## src/rtl/bp2l_pkg.sv

```systemverilog
package bp2l_pkg;

  typedef enum logic {
    IDX_CONCAT = 1'b0,
    IDX_XOR    = 1'b1
  } idxMode_e;

  // strobes from control to datapath
  typedef struct packed {
    logic ctrWrite;
    logic ctrUp;
    logic histRestore;
    logic histShift;
  } bpStrobe_t;

  localparam logic [1:0] CTR_INIT = 2'b01;
  localparam logic [1:0] CTR_MAX  = 2'b11;
  localparam logic [1:0] CTR_MIN  = 2'b00;

endpackage

```

## src/rtl/bp2l_ctrl.sv

```systemverilog
module bp2l_ctrl
  import bp2l_pkg::*;
#(
  parameter int       PC_W       = 32,
  parameter int       PC_IDX_W   = 4,
  parameter int       HIST_W     = 3,
  parameter int       IDX_W      = 7,
  parameter idxMode_e INDEX_MODE = IDX_CONCAT
) (
  input  logic [PC_W-1:0]   lookupPc,
  input  logic [HIST_W-1:0] curHist,
  input  logic              resolveValid,
  input  logic [PC_W-1:0]   resolvePc,
  input  logic [HIST_W-1:0] resolveHist,
  input  logic              resolveTaken,
  input  logic              resolveMispredict,
  output logic [IDX_W-1:0]  lookupIdx,
  output logic [IDX_W-1:0]  resolveIdx,
  output bpStrobe_t         strobe
);

  localparam int PC_LO = 2;
  localparam int PC_HI = PC_LO + PC_IDX_W - 1;

  logic [PC_IDX_W-1:0] lookupPcBits;
  logic [PC_IDX_W-1:0] resolvePcBits;

  assign lookupPcBits  = lookupPc[PC_HI:PC_LO];
  assign resolvePcBits = resolvePc[PC_HI:PC_LO];

  generate
    if (INDEX_MODE == IDX_CONCAT) begin : g_concat
      assign lookupIdx  = {lookupPcBits, curHist};
      assign resolveIdx = {resolvePcBits, resolveHist};
    end else begin : g_xor
      assign lookupIdx  = lookupPcBits ^ PC_IDX_W'(curHist);
      assign resolveIdx = resolvePcBits ^ PC_IDX_W'(resolveHist);
    end
  endgenerate

  // word-aligned fetch: low bits and upper bits never reach the index
  logic unusedPcBits;
  assign unusedPcBits = ^{lookupPc[PC_W-1:PC_HI+1], lookupPc[PC_LO-1:0],
                          resolvePc[PC_W-1:PC_HI+1], resolvePc[PC_LO-1:0]};

  always_comb begin
    strobe.ctrWrite    = resolveValid;
    strobe.ctrUp       = resolveTaken;
    strobe.histRestore = resolveValid & resolveMispredict;
    strobe.histShift   = resolveValid & ~resolveMispredict;
  end

endmodule

```

## src/rtl/bp2l_datapath.sv

```systemverilog
module bp2l_datapath
  import bp2l_pkg::*;
#(
  parameter int HIST_W = 3,
  parameter int IDX_W  = 7
) (
  input  logic              clk,
  input  logic              rstN,
  input  logic [IDX_W-1:0]  lookupIdx,
  input  logic [IDX_W-1:0]  resolveIdx,
  input  logic [HIST_W-1:0] resolveHist,
  input  logic              resolveTaken,
  input  bpStrobe_t         strobe,
  output logic              predTaken,
  output logic [HIST_W-1:0] curHist
);

  localparam int DEPTH = 1 << IDX_W;

  logic [1:0]        patTable [DEPTH];
  logic [1:0]        ctrOld;
  logic [1:0]        ctrNew;
  logic [HIST_W-1:0] histNext;

  assign predTaken = patTable[lookupIdx][1];
  assign ctrOld    = patTable[resolveIdx];

  always_comb begin
    if (strobe.ctrUp) begin
      ctrNew = (ctrOld == CTR_MAX) ? CTR_MAX : ctrOld + 2'd1;
    end else begin
      ctrNew = (ctrOld == CTR_MIN) ? CTR_MIN : ctrOld - 2'd1;
    end
  end

  always_comb begin
    histNext = curHist;
    if (strobe.histRestore) begin
      histNext = {resolveHist[HIST_W-2:0], resolveTaken};
    end else if (strobe.histShift) begin
      histNext = {curHist[HIST_W-2:0], resolveTaken};
    end
  end

  always_ff @(posedge clk) begin
    if (!rstN) begin
      for (int i = 0; i < DEPTH; i++) begin
        patTable[i] <= CTR_INIT;
      end
    end else if (strobe.ctrWrite) begin
      patTable[resolveIdx] <= ctrNew;
    end
  end

  always_ff @(posedge clk) begin
    if (!rstN) begin
      curHist <= '0;
    end else begin
      curHist <= histNext;
    end
  end

endmodule

```

## src/rtl/bp2l_predictor.sv

```systemverilog
module bp2l_predictor
  import bp2l_pkg::*;
#(
  parameter int       PC_W       = 32,
  parameter int       PC_IDX_W   = 4,
  parameter int       HIST_W     = 3,
  parameter idxMode_e INDEX_MODE = IDX_CONCAT
) (
  input  logic              clk,
  input  logic              rstN,
  input  logic [PC_W-1:0]   lookupPc,
  output logic              predTaken,
  output logic [HIST_W-1:0] predHist,
  input  logic              resolveValid,
  input  logic [PC_W-1:0]   resolvePc,
  input  logic [HIST_W-1:0] resolveHist,
  input  logic              resolveTaken,
  input  logic              resolveMispredict
);

  localparam int IDX_W = (INDEX_MODE == IDX_CONCAT) ? (PC_IDX_W + HIST_W) : PC_IDX_W;

  logic [IDX_W-1:0] lookupIdx;
  logic [IDX_W-1:0] resolveIdx;
  bpStrobe_t        strobe;

  bp2l_ctrl #(
    .PC_W(PC_W), .PC_IDX_W(PC_IDX_W), .HIST_W(HIST_W),
    .IDX_W(IDX_W), .INDEX_MODE(INDEX_MODE)
  ) u_ctrl (
    .lookupPc(lookupPc),
    .curHist(predHist),
    .resolveValid(resolveValid),
    .resolvePc(resolvePc),
    .resolveHist(resolveHist),
    .resolveTaken(resolveTaken),
    .resolveMispredict(resolveMispredict),
    .lookupIdx(lookupIdx),
    .resolveIdx(resolveIdx),
    .strobe(strobe)
  );

  bp2l_datapath #(
    .HIST_W(HIST_W), .IDX_W(IDX_W)
  ) u_dp (
    .clk(clk),
    .rstN(rstN),
    .lookupIdx(lookupIdx),
    .resolveIdx(resolveIdx),
    .resolveHist(resolveHist),
    .resolveTaken(resolveTaken),
    .strobe(strobe),
    .predTaken(predTaken),
    .curHist(predHist)
  );

endmodule

```

## config.mk

```make
export PLATFORM = sky130hd
export DESIGN_NAME = bp2l_predictor
export DESIGN_NICKNAME = d
export VERILOG_FILES = /design/src/rtl/bp2l_pkg.sv /design/src/rtl/bp2l_ctrl.sv /design/src/rtl/bp2l_datapath.sv /design/src/rtl/bp2l_predictor.sv
export SDC_FILE = /design/constraint.sdc
export NUM_CORES = 1
export LEC_CHECK = 0
export BUFFER_PORTS_ARGS = -buffer_cell sky130_fd_sc_hd__buf_2
export CELL_PAD_IN_SITES_DETAIL_PLACEMENT = 2
export CELL_PAD_IN_SITES_GLOBAL_PLACEMENT = 2
export CORE_MARGIN = 3
export CORE_UTILIZATION = 46
export DETAILED_ROUTE_END_ITERATION = 7
export PLACE_DENSITY = 0.95
export SETUP_SLACK_MARGIN = 0.1
export SKIP_CTS_REPAIR_TIMING = 1
export SYNTH_ARGS = -nofsm -noshare
export SYNTH_HDL_FRONTEND = slang
export SYNTH_SLANG_ARGS = --single-unit
```

## constraint.sdc

```tcl
create_clock -name clk -period 6.75 [get_ports clk]
set_input_delay 0.675 -clock clk [delete_from_list [all_inputs] [get_ports clk]]
set_output_delay 0.675 -clock clk [all_outputs]
set_load 0.02 [all_outputs]
```

==> results.sh <==
export IMPL_grt_max_degree=76
export IMPL_tightest_slew_ns=1.40
export IMPL_crit_arrival_ns=5.40
export IMPL_synth_seq_cells=259
export IMPL_dp_hpwl_um=38900
export IMPL_switching_share_pct=29.0
export IMPL_place_gp_congestion=0.886
export IMPL_fill_cells=2949
export IMPL_final_cell_area_um2=16000
export IMPL_drt_iter0_drc=2253
export IMPL_clk_path_buf_depth=3
export IMPL_final_common_cell="edfxtp_1"
export IMPL_synth_xor_area_share_pct=0
export IMPL_die_w_um=186
export IMPL_synth_simple_area_share_pct=12.2
export IMPL_max_freq_mhz=195
export IMPL_ioPinCount=76
export IMPL_crit_path_end_kind="flop"
export IMPL_grtUsageTotal_pct=37.8
export IMPL_synth_seq_area_share_pct=52.1
export IMPL_synth_area_leaders="edfxtp_1 (52%), mux4_2 (12%), nand2_1 (5.5%)"
export IMPL_finalCritPeriodShare_pct=76.1
export IMPL_synthToLayoutAreaGrowth_pct=7.39
export IMPL_antenna_found_initial=3
export IMPL_initial_core_util_pct=46.8
export IMPL_vias_per_cell=7.90
export IMPL_finClkSkew_ns=0.0191
export IMPL_grt_pass1_wl_um=95500
export IMPL_worst_hold_path_type="input pin to flop"
export IMPL_power_switching_mw=1.18
export IMPL_cts_sinks=259
export IMPL_critPathMaxFanout=26
export IMPL_power_mw=4.06
export IMPL_power_density_nw_per_um2=255
export IMPL_synth_compound_area_share_pct=15.4
export IMPL_synth_avg_cell_area_um2=11.9
export IMPL_p_leak_nw=4.86
export IMPL_grt_overflow_total=0
export IMPL_crit_required_ns=7.01
export IMPL_synthMuxAreaShare_pct=14.9
export IMPL_grt_pass1_vias=13600
export IMPL_drc=0
export IMPL_internal_power_mw=2.89
export IMPL_cts_made_buffers=29
export IMPL_startpoint_type="input pin"
export IMPL_yosysTopAreaCell="edfxtp_1"
export IMPL_ys_types=71
export IMPL_hold_viol=0
export IMPL_synth_area_um2=14900
export IMPL_finalSetupViolCount=0
export IMPL_combPwrFrac_pct=14.1
export IMPL_seq_power_share_pct=45.4
export IMPL_synth_edf_count=256
export IMPL_wl_per_cell_um=40.6
export IMPL_final_cell_mix="edfxtp_1 (256), nand2_1 (217), a21oi_1 (88)"
export IMPL_die_area_um2=34500
export IMPL_setup_tns_ns=0
export IMPL_synth_top_family_by_area="compound AO/OA/AOI/OAI gates"
export IMPL_root_buffer="clkbuf_16"
export IMPL_synth_adder_area_share_pct=0
export IMPL_die_y_um=186
export IMPL_rsz0062_at_grt="false"
export IMPL_async_reset_ff_share_pct=0
export IMPL_dp_cells=1554
export IMPL_htreeDepth=1
export IMPL_ant_nets=0
export IMPL_synth_fp_nets=1320
export IMPL_maxSlewHeadroom_pct=6.99
export IMPL_synthCells=1248
export IMPL_slew_violations=0
export IMPL_fin_nets=1256
export IMPL_synth_top_area_share_pct=51.7
export IMPL_run_status="finished, final reports clean"
export IMPL_drive_gt1_share_pct=18.9
export IMPL_portBuffers=19
export IMPL_period_needed_ns=5.14
export IMPL_utilization_pct=50.3
export IMPL_clock_latency_ns=0.56
export IMPL_instances_no_fill=1610
export IMPL_cts_tree="yes"
export IMPL_vias=12700
export IMPL_ys_flop_type="edfxtp_1"
export IMPL_crit_type="input pin to flop"
export IMPL_clkTransAtPathRegs_ns=0.07
export IMPL_drv_cap=0
export IMPL_vdd_drop_max_uv=197
export IMPL_firstDrtPassIters=5
export IMPL_yosys_warnings=0
export IMPL_drt_total_wl_um=65400
export IMPL_core_um2=31700
export IMPL_dpl_cell_area_um2=15000
export IMPL_clock_power_share_pct=40.5
export IMPL_rows=65
## sequential cells by signal, summed over array words and instances (netlist names)
name and flops:
u_dp.patTable 256, u_dp.curHist 3
## stage by stage
stage / worst slack [ns] / hold WS [ns]
2_1_floorplan: 2.97 / 0.930
3_3_place_gp: 1.85 / 0.831
3_5_place_dp: 1.64 / 0.982
4_1_cts: 1.72 / 0.513
5_1_grt: 1.77 / 0.549
6_report: 1.61 / 0.551
## kinds of logic (layout without fill, tap and decap cells)
| kind of cell | after synthesis | count (layout) |
|---|---|---|
| AO/OA/AOI/OAI | 328 | 328 |
| AND/OR/NAND/NOR | 389 | 389 |
| other | 0 | 2 |
| buffers and inverters | 154 | 112 |
| multiplexers | 118 | 118 |
| flip-flops | 259 | 259 |
## Yosys cell counts, types with 3 or more instances
master	n
o31ai_4	3
o21ai_0	56
a31oi_1	6
a21oi_1	88
inv_1	5
a2111oi_1	3
o211ai_1	27
nand4_1	65
mux4_2	81
a221oi_1	15
buf_2	34
dfxtp_1	3
a211oi_2	3
buf_4	7
a21boi_0	13
a221o_1	6
and2_1	3
nand2b_1	16
a22oi_1	6
a211oi_1	30
o21bai_1	27
a22o_1	3
edfxtp_1	256
inv_2	3
and3_1	4
nand3_1	10
a2111oi_0	4
mux2_2	14
nand2_1	217
mux2i_1	21
a221oi_2	4
nor2_1	42
buf_1	9
o21ai_1	8
nor3_1	11
clkbuf_1	76
nor2b_1	7
buf_6	20
## layout make-up
class	count	area [um2]	share of cell area, %
repair buffers	51	350	2.20
inverters	8	30.0	0.188
clock inverters	16	171	1.07
clock buffers	37	756	4.74
well taps	402	503	3.15
multi-input cells	835	6390	40.1
flip-flops and latches	259	7750	48.6
diodes	2	5.00	0.0314
## per-layer routing
layer / global-route usage, % / up-vias / share of wire, %
met4: 25.1 / 2 / 8.5
met3: 10.6 / 422 / 12
li1: - / 4739 / -
met1: 45.9 / 6409 / 34
met2: 59.1 / 1147 / 45
met5: 0 / - / 0.020
## final timing paths
kind | slack [ns] | endpoint | cells past startpoint | from
hold / removal | 0.55 | u_dp.curHist[2] | 2 | resolveValid
hold reg to reg | 1.01 | u_dp.curHist[0] | 2 | u_dp.curHist[0]
setup / recovery | 1.61 | u_dp.patTable[66][1] | 11 | resolveHist[1]
setup reg to reg | 2.36 | u_dp.patTable[1][0] | 8 | u_dp.patTable[73][1]
## critical path, cell delays in order
cell and delay, ns:
buf_2 0.38, buf_4 0.41, nor2_1 0.66, buf_4 0.34, a32oi_1 0.18, a211oi_1 0.52
o31ai_1 0.30, a21oi_2 0.57, o21ai_4 0.26, buf_4 0.32, a2111oi_0 0.73
## power by group through the flow
stage / Clock (mW) / Combinational (mW) / Sequential [mW]
3_3_place_gp: 0 / 0.492 / 1.87
4_1_cts: 1.64 / 0.545 / 1.84
6_report: 1.65 / 0.572 / 1.85
5_1_grt: 1.70 / 0.580 / 1.85
2_1_floorplan: 0 / 0.371 / 1.84
3_5_place_dp: 0 / 0.526 / 1.87
Note: power is estimated with default switching activity, not from simulation.
